$ cat src/rtl/irq_swap_pkg.sv
package irq_swap_pkg;

  localparam int XLEN    = 32;
  localparam int LVL_W   = 8;
  localparam int IDX_W   = 5;
  localparam int OP_W    = 3;

  // access form codes
  localparam logic [OP_W-1:0] OP_RW  = 3'b001;
  localparam logic [OP_W-1:0] OP_RS  = 3'b010;
  localparam logic [OP_W-1:0] OP_RC  = 3'b011;
  localparam logic [OP_W-1:0] OP_RWI = 3'b101;
  localparam logic [OP_W-1:0] OP_RSI = 3'b110;
  localparam logic [OP_W-1:0] OP_RCI = 3'b111;

  // strobes from control to datapath
  typedef struct packed {
    logic load;     // capture write data into scratch
    logic readOld;  // drive old scratch onto read data
    logic echo;     // drive write data back unchanged
    logic illegal;  // unsupported form
  } swap_stb_t;

endpackage

$ cat src/rtl/irq_swap_ctrl.sv
module irq_swap_ctrl
  import irq_swap_pkg::*;
#(
  parameter int LvlW = LVL_W,
  parameter int IdxW = IDX_W,
  parameter int OpW  = OP_W
) (
  input  logic            clk,
  input  logic            rst,
  input  logic            accValid,
  input  logic [OpW-1:0]  accOp,
  input  logic [IdxW-1:0] accRd,
  input  logic [IdxW-1:0] accRs1,
  input  logic [LvlW-1:0] prevLevel,
  input  logic [LvlW-1:0] curLevel,
  output swap_stb_t       stb
);

  localparam int NumLvl = 2;

  logic [NumLvl-1:0][LvlW-1:0] lvlVec;
  logic [NumLvl-1:0]           lvlIsApp;

  assign lvlVec[0] = prevLevel;
  assign lvlVec[1] = curLevel;

  // one zero detector per level source
  for (genvar g = 0; g < NumLvl; g++) begin : g_lvl
    assign lvlIsApp[g] = ~|lvlVec[g];
  end

  logic formOk;
  logic regsOk;
  logic legalAcc;
  logic crossDomain;

  always_comb begin
    formOk      = (accOp == OP_RW);
    regsOk      = (|accRd) && (|accRs1);
    legalAcc    = accValid && formOk && regsOk;
    crossDomain = lvlIsApp[0] ^ lvlIsApp[1];

    stb         = '0;
    stb.illegal = accValid && !legalAcc;
    if (legalAcc) begin
      if (crossDomain) begin
        stb.load    = 1'b1;
        stb.readOld = 1'b1;
      end else begin
        stb.echo    = 1'b1;
      end
    end
  end


  illegal_no_effect_chk: assert property (@(posedge clk) disable iff (rst)
    stb.illegal |-> !stb.load && !stb.readOld && !stb.echo);


  same_domain_no_load_chk: assert property (@(posedge clk) disable iff (rst)
    (accValid && ((prevLevel == '0) == (curLevel == '0))) |-> !stb.load);


  cross_domain_swap_chk: assert property (@(posedge clk) disable iff (rst)
    (accValid && accOp == OP_RW && accRd != '0 && accRs1 != '0 &&
     ((prevLevel == '0) != (curLevel == '0))) |-> (stb.load && stb.readOld));


  idle_no_strobe_chk: assert property (@(posedge clk) disable iff (rst)
    !accValid |-> (stb == '0));

endmodule

$ cat src/rtl/irq_swap_dp.sv
module irq_swap_dp
  import irq_swap_pkg::*;
#(
  parameter int XLen = XLEN
) (
  input  logic            clk,
  input  logic            rst,
  input  swap_stb_t       stb,
  input  logic [XLen-1:0] wdata,
  output logic [XLen-1:0] rdata
);

  logic [XLen-1:0] scratchQ;

  always_ff @(posedge clk) begin
    if (rst) begin
      scratchQ <= '0;
    end else if (stb.load) begin
      scratchQ <= wdata;
    end
  end

  always_comb begin
    rdata = '0;
    if (stb.readOld) begin
      rdata = scratchQ;
    end else if (stb.echo) begin
      rdata = wdata;
    end
  end


  hold_when_idle_chk: assert property (@(posedge clk) disable iff (rst)
    !stb.load |=> $stable(scratchQ));


  load_lands_chk: assert property (@(posedge clk) disable iff (rst)
    stb.load |=> (scratchQ == $past(wdata)));


  read_mux_exclusive_chk: assert property (@(posedge clk) disable iff (rst)
    $onehot0({stb.readOld, stb.echo}));

endmodule

$ cat src/rtl/irq_scratch_swap.sv
module irq_scratch_swap
  import irq_swap_pkg::*;
#(
  parameter int XLen = XLEN,
  parameter int LvlW = LVL_W,
  parameter int IdxW = IDX_W,
  parameter int OpW  = OP_W
) (
  input  logic            clk,
  input  logic            rst,
  input  logic            accValid,
  input  logic [OpW-1:0]  accOp,
  input  logic [IdxW-1:0] accRd,
  input  logic [IdxW-1:0] accRs1,
  input  logic [XLen-1:0] accWdata,
  input  logic [LvlW-1:0] prevLevel,
  input  logic [LvlW-1:0] curLevel,
  output logic [XLen-1:0] accRdata,
  output logic            accIllegal
);

  swap_stb_t stb;

  irq_swap_ctrl #(
    .LvlW (LvlW),
    .IdxW (IdxW),
    .OpW  (OpW)
  ) u_ctrl (
    .clk       (clk),
    .rst       (rst),
    .accValid  (accValid),
    .accOp     (accOp),
    .accRd     (accRd),
    .accRs1    (accRs1),
    .prevLevel (prevLevel),
    .curLevel  (curLevel),
    .stb       (stb)
  );

  irq_swap_dp #(
    .XLen (XLen)
  ) u_dp (
    .clk   (clk),
    .rst   (rst),
    .stb   (stb),
    .wdata (accWdata),
    .rdata (accRdata)
  );

  assign accIllegal = stb.illegal;


  idle_quiet_chk: assert property (@(posedge clk) disable iff (rst)
    !accValid |-> (!accIllegal && accRdata == '0));


  illegal_zero_data_chk: assert property (@(posedge clk) disable iff (rst)
    accIllegal |-> (accRdata == '0));

endmodule

$ cat config.mk
export PLATFORM = sky130hd
export DESIGN_NAME = irq_scratch_swap
export DESIGN_NICKNAME = d
export VERILOG_FILES = /design/src/rtl/irq_swap_pkg.sv /design/src/rtl/irq_swap_ctrl.sv /design/src/rtl/irq_swap_dp.sv /design/src/rtl/irq_scratch_swap.sv
export SDC_FILE = /design/constraint.sdc
export NUM_CORES = 1
export LEC_CHECK = 0
export ABC_AREA = 1
export BUFFER_PORTS_ARGS = -buffer_cell sky130_fd_sc_hd__buf_2
export CAP_MARGIN = 20
export CORE_MARGIN = 2
export CORE_UTILIZATION = 48
export CTS_CLUSTER_SIZE = 12
export DETAILED_ROUTE_END_ITERATION = 7
export PLACE_DENSITY = 0.81
export SLEW_MARGIN = 20
export SYNTH_ARGS = -nofsm -noshare
export SYNTH_HDL_FRONTEND = slang
export SYNTH_HIERARCHICAL = 1
export SYNTH_SLANG_ARGS = --single-unit
$ cat constraint.sdc
create_clock -name clk -period 1.69 [get_ports clk]
set_input_delay 0.0845 -clock clk [delete_from_list [all_inputs] [get_ports clk]]
set_output_delay 0.0845 -clock clk [all_outputs]
set_load 0.02 [all_outputs]
==> out/metrics.yaml, run 1 <==
outcome: "completed"
initial_core_util_pct: 50.06
syn_to_final_growth_pct: 25.14
dieWidth_um: 71.62
diodes: 0
required_ns: 1.61
path_class: "primary input to primary output"
cp-endpoint: "accRdata[8]"
met3_usage_pct: 3.657
drc_errors: 0
cts_hold_buf: 0
drive_above_1_share_pct: 40.59
io_pins: 97
insertion_delay_ns: 0.27
dr.pass1.iters: 6
wirelength_um: 4559
maxCapViolations: 0
yosysSeqAreaShare_pct: 29.19
nNetsFinal: 504
clock_path_buffers: 2
grt_overflow: 0
reg.largest.list: "u_dp/scratchQ x32"
fin_crit_ns: 1.541
avgSynthCellArea_um2: 6.235
r2r_end: "u_dp/scratchQ[6]"
multi_input_area_um2: 1199
numCtsBuffers: 5
synth_nets: 416
ys_types: 18
grt_pass1_wl_um: 8052
track_usage_pct: 19.06
cp-startpoint: "curLevel[7]"
routedWlPerCell_um: 9.247
groute.layer.met1.usage_pct: 23.52
place_congestion: 0.6985
finalSetupViolCount: 0
initialDrtViolationCount: 98
dieArea_um2: 5129
path_cells: "buf_2 -> nor2_1 -> nand2_1 -> nor2_1 -> nand2_1 -> a21oi_4 -> buf_12 -> buf_12 -> nand2_1 -> nand2_1 -> buf_2"
max_slew_margin_pct: 52.35
crit_buf_inv: 4
synth_area_um2: 2195
tightest_slew_ns: 0.7137
rsz0062_at_grt: "no"
h-tree-depth: 2
crit_path_end_kind: "primary output"
viasPerCell: 4.535
coreArea_um2: 4384
grt_util_met2_pct: 33.95
finClkSkew_ns: 0
utilization_pct: 62.64
cellLeakagePower_nw: 1.521
worstHoldPathType: "primary input to flop"
reg2reg_from: "u_dp/scratchQ[6]"
regArea_um2: 640.6
arrival_ns: 1.46
grt_start_max_net_pins: 33
fillers: 425
hold_slack_ns: 0.1105
slew_violations: 0
synth-seq-cells: 32
finalHoldViolCount: 0
path_clk_slew_ns: 0.07
grt_pass1_vias: 1998
cts_sinks: 32
crit_fanout: 30
path_depth: 11
ir_worst_vdd_v: 0.0004082
grt.busiest_layer: "met2"
row_count: 24
dp_hpwl_um: 3407
top_register: "u_dp/scratchQ"
reg2reg_depth: 2
crit_slowest_cell: "buf_12"
period_share_pct: 91.20
powerDensity_nw_per_um2: 611.1
critPathTopFamily: "buffers and inverters"
start_kind: "primary input"
cts_setup_buffers: 0
vias: 2236
layout_commonest_cell: "nand2_1"
port_buffers: 96
fp.dieH_um: 71.62
max_freq_ghz: 0.6488
antenna_found_initial: 0
cts_root_buf: "clkbuf_8"
path_common_cell: "nand2_1"
reg2reg_slack_ns: 1.10
synth_cells: 352
largest_reg_flops: 32
cts_tree: "done"
yosysWarnings: 6
setup_tns_ns: 0
cp_slowest_stage_delay_ns: 0.19
layout_common_cells: "nand2_1, buf_2, nor2_1"
ant_nets: 0
[worst register-to-register path, stage by stage, from the launching register on]
cell	delay, ns
dfxtp_1	0.33
nor2_1	0.11
nor2_2	0.05
[what timing repair did]
item | CTS | global route
resized for setup | 0 | 1
hold endpoints to repair | 0 | 0
setup endpoints to repair | 0 | 8
[per-stage QoR]
step           cell area (um2)  setup WS, ns  power [mW]  cells
6_report                  2746        0.1486       1.678    493
3_3_place_gp              2636        0.1905      0.9858    485
3_5_place_dp              2636        0.1539      0.9915    485
5_1_grt                   2746       0.01883       1.761    493
2_1_floorplan             2195        0.4703      0.8893    352
4_1_cts                   2744        0.1433       1.698    493
[cells in the mapped netlist, drive strengths merged]
cell,instances,area share [%]
a21oi,1,0.40
buf,21,9.5
inv,41,7.1
nor3,1,0.23
nand4,1,0.29
nand3b,1,0.34
nor2,80,17
dfxtp,32,29
nand2,140,28
nand3,34,7.8
[kinds of logic (layout without fill, tap and decap cells)]
kind of cell | count (synthesis) | count (layout) | share of synthesized area [%]
flip-flops | 32 | 32 | 29.19
buffers and inverters | 62 | 151 | 16.65
AND/OR/NAND/NOR | 257 | 257 | 53.76
AO/OA/AOI/OAI | 1 | 1 | 0.3992
[final cells by class]
class	instances	area share (%)
multi-input cells	258	43.64
flip-flops and latches	32	23.33
repair buffers	102	20.96
inverters	41	5.786
clock buffers	6	2.642
well taps	52	2.369
clock inverters	2	1.276
[where the power goes]
part           internal [mW]  total (mW)  leakage (nW)  switching [mW]
Sequential             0.755       0.755         0.258        0.000269
Clock                  0.437       0.704        0.0552           0.267
Combinational         0.0979       0.219          1.21           0.121
[layer usage]
layer,wire [um],vias up
met1,2140,953
met4,38,0
met3,251,4
met2,2129,65
met5,0,-
li1,-,1214
[worst min-delay path by stage]
stage                 startpoint                 to  slack, ns  cells past startpoint
finish               accWdata[9]   u_dp/scratchQ[9]       0.11                      5
global route        accWdata[30]  u_dp/scratchQ[30]       0.13                      5
CTS                  accWdata[9]   u_dp/scratchQ[9]       0.10                      5
detailed placement   accWdata[0]   u_dp/scratchQ[0]       0.40                      5
global placement    accWdata[28]  u_dp/scratchQ[28]       0.39                      5
floorplan                    rst  u_dp/scratchQ[29]       0.24                      3
Power figures use the tool's default switching activity.
==> inputs of run 2 (changes only) <==
ABC_AREA = unset   (was 1)
CORE_UTILIZATION = 44   (was 48)
PLACE_DENSITY = 0.8   (was 0.81)
SKIP_LAST_GASP = 1   (was unset)
==> out/metrics.yaml, run 2 <==
slew_violations: 0  # unchanged
synth.area.top_cells: "dfxtp_1, mux2i_1, nand2_1, o21ai_1, nor2_1"
synth_area_um2: 1728  # -21%
finalHoldViolCount: 0  # unchanged
drive_above_1_share_pct: 47.58  # +7.0 points
numCtsBuffers: 5  # unchanged
fin_crit_ns: 1.838  # +0.2971 ns
initial_core_util_pct: 46.50  # -3.6 points
h-tree-depth: 2  # unchanged
finClkSkew_ns: 0  # unchanged
finalSetupViolCount: 32  # +32
layout_common_cells: "buf_2, nand2_1, mux2i_1, nor2_1, dfxtp_1"
critPathTopFamily: "simple AND/OR/NAND/NOR gates"
synth_nets: 290  # -30%
cts_sinks: 32  # unchanged
rsz0062_at_grt: "yes"
grt_pass1_vias: 1571  # -21%
grt_start_max_net_pins: 35  # +6.1%
dpl_worst_slack_ns: -0.08759  # -0.2415 ns
r2r_end: "u_dp/scratchQ[11]"
avgSynthCellArea_um2: 7.646  # +23%
layout_commonest_cell: "buf_2"
fin_ws_ns: -0.1484  # -0.2971 ns
synth_commonest_cells: "nand2_1, dfxtp_1, mux2i_1, nor2_1, o21ai_1"
yosysTopAreaCellShare_pct: 37.07  # +7.9 points
path_cells: "buf_6 -> nor4_4 -> nand2_1 -> xor2_2 -> nor4_4 -> buf_4 -> clkbuf_16 -> nand2_1 -> o21ai_1 -> buf_4"
period_share_pct: 108.8  # +18 points
synth-edff-count: 0  # unchanged
powerDensity_nw_per_um2: 555.0  # -9.2%
outcome: "complete, but fails checks"
synth-seq-cells: 32  # unchanged
power_frac_comb_pct: 13.8  # +0.8 points
viasPerCell: 5.079  # +12%
arrival_ns: 1.75  # +0.29 ns
yosysWarnings: 6  # unchanged
pwr-share-clk_pct: 37.9  # -4.1 points
cts_root_buf: "clkbuf_8"
port_buffers: 96  # unchanged
p_sw_mw: 0.3657  # -5.9%
diodes: 0  # unchanged
required_ns: 1.61  # about the same
place_congestion: 0.7317  # +4.8%
drc_errors: 0  # unchanged
wirelength_um: 5039  # +11%
p_seq_share_pct: 48.4  # +3.4 points
antenna_found_initial: 0  # unchanged
reg.largest.list: "u_dp/scratchQ x32"
top_register: "u_dp/scratchQ"
dr.pass1.iters: 4  # -2
reg2reg_slack_ns: 1.03  # -0.07 ns
crit_slowest_cell: "nor4_4"
cellLeakagePower_nw: 1.176  # -23%
io_pins: 97  # unchanged
initialDrtViolationCount: 81  # -17%
coreArea_um2: 3716  # -15%
grt_overflow: 0  # unchanged
start_kind: "primary input"
cp_slowest_stage_delay_ns: 0.25  # +0.06 ns
crit_path_end_kind: "primary output"
synth_ff_type: "dfxtp_1"
reg2reg_depth: 2  # unchanged
crit_buf_inv: 4  # unchanged
ys_types: 19  # +1
fillers: 263  # -38%
cp-endpoint: "accRdata[5]"
sw_frac_of_total_pct: 23.44  # +0.28 points
clock_path_buffers: 2  # unchanged
synth_cells: 226  # -36%
fp.dieH_um: 66.67  # -6.9%
dp_hpwl_um: 2797  # -18%
max_freq_ghz: 0.5439  # -16%
ant_nets: 0  # unchanged
path_clk_slew_ns: 0.06  # about the same
vias: 1920  # -14%
routedWlPerCell_um: 13.33  # +44%
insertion_delay_ns: 0.28  # about the same
place_area_um2: 2263  # -14%
cts_tree: "done"
async_flop_share_pct: 0  # unchanged
grt_pass1_wl_um: 6030  # -25%
dieWidth_um: 66.67  # -6.9%
syn_to_final_growth_pct: 62.64
maxCapViolations: 0  # unchanged
dieArea_um2: 4444  # -13%
tightest_slew_ns: 0.6072  # -0.1064 ns
yosys.area.top_type: "dfxtp_1"
path_depth: 10  # -1
track_usage_pct: 17.47  # -1.6 points
cp-startpoint: "curLevel[2]"
synth.most_common_cell: "nand2_1"
p_int_mw: 1.194  # -7.4%
reg2reg_from: "u_dp/scratchQ[11]"
crit_fanout: 8  # -73%
path_class: "primary input to primary output"
worstHoldPathType: "primary input to flop"
max_slew_margin_pct: 59.52  # +7.2 points
ir_worst_vdd_v: 0.0003369  # -17%
hold_slack_ns: 0.05955  # -0.05094 ns
nNetsFinal: 393  # -22%
violations: "negative setup slack"
final_area_um2: 2810  # +2.3%
yosysSeqAreaShare_pct: 37.07  # +7.9 points
row_count: 22  # -8.3%
largest_reg_flops: 32  # unchanged
fin_total_pwr_mw: 1.560  # -7.1%
==> run 2: cell count changes after synthesis, sizes merged, moves of 2 or more <==
cell and change:
nand2 -74, buf -6, nor4 +5, inv -41, mux2i +32, o21ai +32
clkbuf +3, nand3 -34, or4 +2, nor2 -46
==> run 2: metrics by stage <==
step	instances	util (%)	TNS, ns
3_5_place_dp	363	60.91	-2.687
6_report	378	75.62	-3.275
4_1_cts	372	63.84	-0.3516
2_1_floorplan	226	-	0
5_1_grt	378	75.62	-6.510
3_3_place_gp	363	60.91	-0.7506
==> run 2: how the worst min path moves through the flow <==
stage / slack, ns / depth (start not counted) / endpoint / start
global route: 0.06 / 3 / u_dp/scratchQ[26] / accWdata[26]
finish: 0.06 / 3 / u_dp/scratchQ[25] / accWdata[25]
global placement: 0.33 / 3 / u_dp/scratchQ[25] / accWdata[25]
detailed placement: 0.35 / 3 / u_dp/scratchQ[8] / accWdata[8]
floorplan: 0.16 / 1 / u_dp/scratchQ[29] / rst
CTS: 0.06 / 3 / u_dp/scratchQ[21] / accWdata[21]
==> run 2: final cells by class <==
| class | count | area (um2) | area share [%] |
|---|---|---|---|
| multi-input cells | 176 | 1130 | 40.20 |
| flip-flops and latches | 32 | 640.6 | 22.80 |
| repair buffers | 114 | 889.6 | 31.66 |
| clock buffers | 8 | 90.09 | 3.206 |
| well taps | 48 | 60.06 | 2.137 |
==> run 2: what timing repair did <==
| action | CTS | global route |
|---|---|---|
| endpoints found under the setup margin | 31 | 32 |
| setup buffers | 1 | 2 |
| gates cloned | 0 | 5 |
| pin swaps | 0 | 23 |
| gates resized for setup | 2 | 93 |
| hold buffers | 0 | 0 |
| hold endpoints to repair | 0 | 0 |
==> run 2: cell families after synthesis <==
group / after synthesis / share of synthesized area (%)
mux: 32 / 18.54
flops: 32 / 37.07
buf+inv: 18 / 8.254
simple gates: 111 / 26.36
xor+xnor: 1 / 0.5070
compound gates: 32 / 9.269
==> run 2: tightest hold or removal path: stages <==
cell     delay, ns
buf_2         0.09
mux2i_1       0.06
nor2_1        0.07
==> run 2: per-layer routing <==
| layer | vias up | global-route usage, % | share of wire [%] |
|---|---|---|---|
| li1 | 957 | - | - |
| met1 | 881 | 18.63 | 40 |
| met2 | 78 | 33.25 | 53 |
| met3 | 4 | 2.872 | 6.1 |
| met4 | 0 | 7.653 | 0.91 |
| met5 | - | 0 | 0 |
==> run 2: power groups by stage <==
| stage | Combinational, mW | Sequential (mW) | Clock, mW |
|---|---|---|---|
| after CTS | 0.161 | 0.755 | 0.597 |
| final | 0.215 | 0.755 | 0.590 |
| after global placement | 0.157 | 0.771 | 0 |
| after floorplan | 0.0547 | 0.771 | 0 |
| after global routing | 0.230 | 0.754 | 0.639 |
| after detailed placement | 0.160 | 0.771 | 0 |
==> inputs of run 3 (changes only) <==
CORE_MARGIN = unset   (was 2)
==> out/metrics.yaml, run 3 (synthesized netlist as in run 2, its figures left out) <==
crit_slowest_cell: "nor4_4"
arrival_ns: 1.74  # about the same
slew_violations: 0  # unchanged
maxCapViolations: 0  # unchanged
insertion_delay_ns: 0.27  # about the same
critPathTopFamily: "buffers and inverters"
violations: "negative setup slack"
initial_core_util_pct: 46.50  # unchanged
p_int_mw: 1.199  # +0.38%
diodes: 0  # unchanged
dp.cells: 360  # -0.83%
drc_errors: 0  # unchanged
period_share_pct: 108.0  # -0.81 points
rsz0062_at_grt: "yes"
crit_path_end_kind: "primary output"
path_cells: "buf_6 -> nor4_4 -> nand2_1 -> xor2_2 -> nor4_4 -> buf_4 -> buf_4 -> buf_8 -> nand2_1 -> o21ai_1 -> buf_4"
nNetsFinal: 401  # +2.0%
cts_sinks: 32  # unchanged
min_to: "u_dp/scratchQ[3]"
start_kind: "primary input"
cts_root_buf: "clkbuf_8"
tightest_slew_ns: 0.6221  # +0.01483 ns
reg.largest.list: "u_dp/scratchQ x32"
fp.dieH_um: 64.67  # -3.0%
finalHoldViolCount: 0  # unchanged
hp-start: "accWdata[3]"
track_usage_pct: 20.87  # +3.4 points
dieWidth_um: 64.67  # -3.0%
reg2reg_slack_ns: 1.00  # -0.03 ns
p_sw_mw: 0.3767  # +3.0%
reg2reg_depth: 2  # unchanged
layout_commonest_cell: "buf_2"
power_frac_comb_pct: 14.3  # +0.5 points
largest_reg_flops: 32  # unchanged
cellLeakagePower_nw: 1.273  # +8.3%
hold_slack_ns: 0.05915  # -0.0004020 ns
sw_frac_of_total_pct: 23.91  # +0.47 points
syn_to_final_growth_pct: 71.76
row_count: 22  # unchanged
wirelength_um: 5593  # +11%
dieArea_um2: 4182  # -5.9%
max_slew_margin_pct: 58.53  # -0.99 points
coreArea_um2: 3716  # unchanged
worstHoldPathType: "primary input to flop"
fin_crit_ns: 1.825  # -0.01367 ns
outcome: "complete, but fails checks"
grt_pass1_wl_um: 6720  # +11%
r2r_end: "u_dp/scratchQ[30]"
dr.pass1.iters: 4  # unchanged
pwr-share-clk_pct: 37.8  # about the same
grt_overflow: 0  # unchanged
top_register: "u_dp/scratchQ"
cts_tree: "done"
drive_above_1_share_pct: 50.89  # +3.3 points
io_pins: 97  # unchanged
min_path_cells: 3  # unchanged
crit_fanout: 8  # unchanged
vias: 2007  # +4.5%
fin_ws_ns: -0.1347  # +0.01367 ns
powerDensity_nw_per_um2: 530.8  # -4.4%
viasPerCell: 5.199  # +2.4%
numCtsBuffers: 5  # unchanged
ir_worst_vdd_v: 0.0003308  # -1.8%
antenna_found_initial: 0  # unchanged
ant_nets: 0  # unchanged
path_clk_slew_ns: 0.06  # about the same
reg2reg_from: "u_dp/scratchQ[30]"
crit_buf_inv: 5  # +1
final_cells: 386  # +2.1%
grt_pass1_vias: 1668  # +6.2%
finalSetupViolCount: 32  # unchanged
dp_hpwl_um: 2763  # -1.2%
port_buffers: 96  # unchanged
initialDrtViolationCount: 110  # +36%
place_congestion: 0.7515  # +2.7%
path_common_cell: "buf_4"
routedWlPerCell_um: 14.49  # +8.7%
max_freq_ghz: 0.5480  # +0.75%
grt_start_max_net_pins: 47  # +34%
setup_tns_ns: -2.021  # +1.254 ns
p_seq_share_pct: 47.9  # -0.5 points
required_ns: 1.61  # about the same
fillers: 257  # -2.3%
h-tree-depth: 2  # unchanged
layout_common_cells: "buf_2, nand2_1, buf_4"
utilization_pct: 79.87  # +4.2 points
finClkSkew_ns: 0  # unchanged
path_class: "primary input to primary output"
cp_slowest_stage_delay_ns: 0.26  # about the same
clock_path_buffers: 2  # unchanged
==> run 3: what timing repair did <==
item / in CTS / in global routing
gates resized for setup: 40 / 76
pin swaps: 14 / 18
gates cloned: 2 / 4
hold buffers: 0 / 0
setup buffers: 1 / 12
endpoints found under the setup margin: 30 / 32
==> run 3: cell type report <==
type	instances	area (um2)	share of cell area, %
multi-input cells	176	1199	40.39
well taps	48	60.06	2.024
repair buffers	122	978.4	32.97
clock buffers	8	90.09	3.035
flip-flops and latches	32	640.6	21.59
==> run 3: per-layer routing <==
layer	vias up	wire length [um]	share of wire (%)	GRT usage, %
met5	-	0	0	0
met4	0	78	1.4	8.056
met3	7	313	5.6	4.225
met2	81	3092	55	42.24
met1	946	2110	38	20.15
li1	973	-	-	-
==> run 3: worst max path at each step <==
stage | start | end | cells after the start
final | prevLevel[4] | accRdata[27] | 11
after global routing | prevLevel[4] | accRdata[27] | 11
after CTS | prevLevel[2] | accRdata[20] | 9
after detailed placement | prevLevel[7] | accRdata[13] | 9
after global placement | prevLevel[7] | accRdata[13] | 9
after floorplan | accRs1[0] | accRdata[10] | 7
==> run 3: tightest hold or removal path, delay by kind of cell <==
kind                   cells  cell delay (ns)
buffers and inverters      1             0.08
and+or+nand+nor            1             0.07
muxes                      1             0.06
==> run 3: power groups by stage <==
| stage | sequential [mW] | clock (mW) | combinational (mW) |
|---|---|---|---|
| after floorplan | 0.771 | 0 | 0.0547 |
| after global placement | 0.771 | 0 | 0.158 |
| after detailed placement | 0.771 | 0 | 0.160 |
| after CTS | 0.755 | 0.602 | 0.188 |
| after global routing | 0.754 | 0.644 | 0.240 |
| final | 0.755 | 0.595 | 0.226 |
==> run 3: per-stage QoR <==
stage                     power, mW  setup WS [ns]  cell area (um2)
after floorplan              0.8260       0.005776             1734
after global placement       0.9289       -0.05972             2241
after detailed placement     0.9315        -0.1089             2241
after CTS                     1.544       -0.05435             2537
after global routing          1.638        -0.2387             2968
final                         1.575        -0.1347             2968
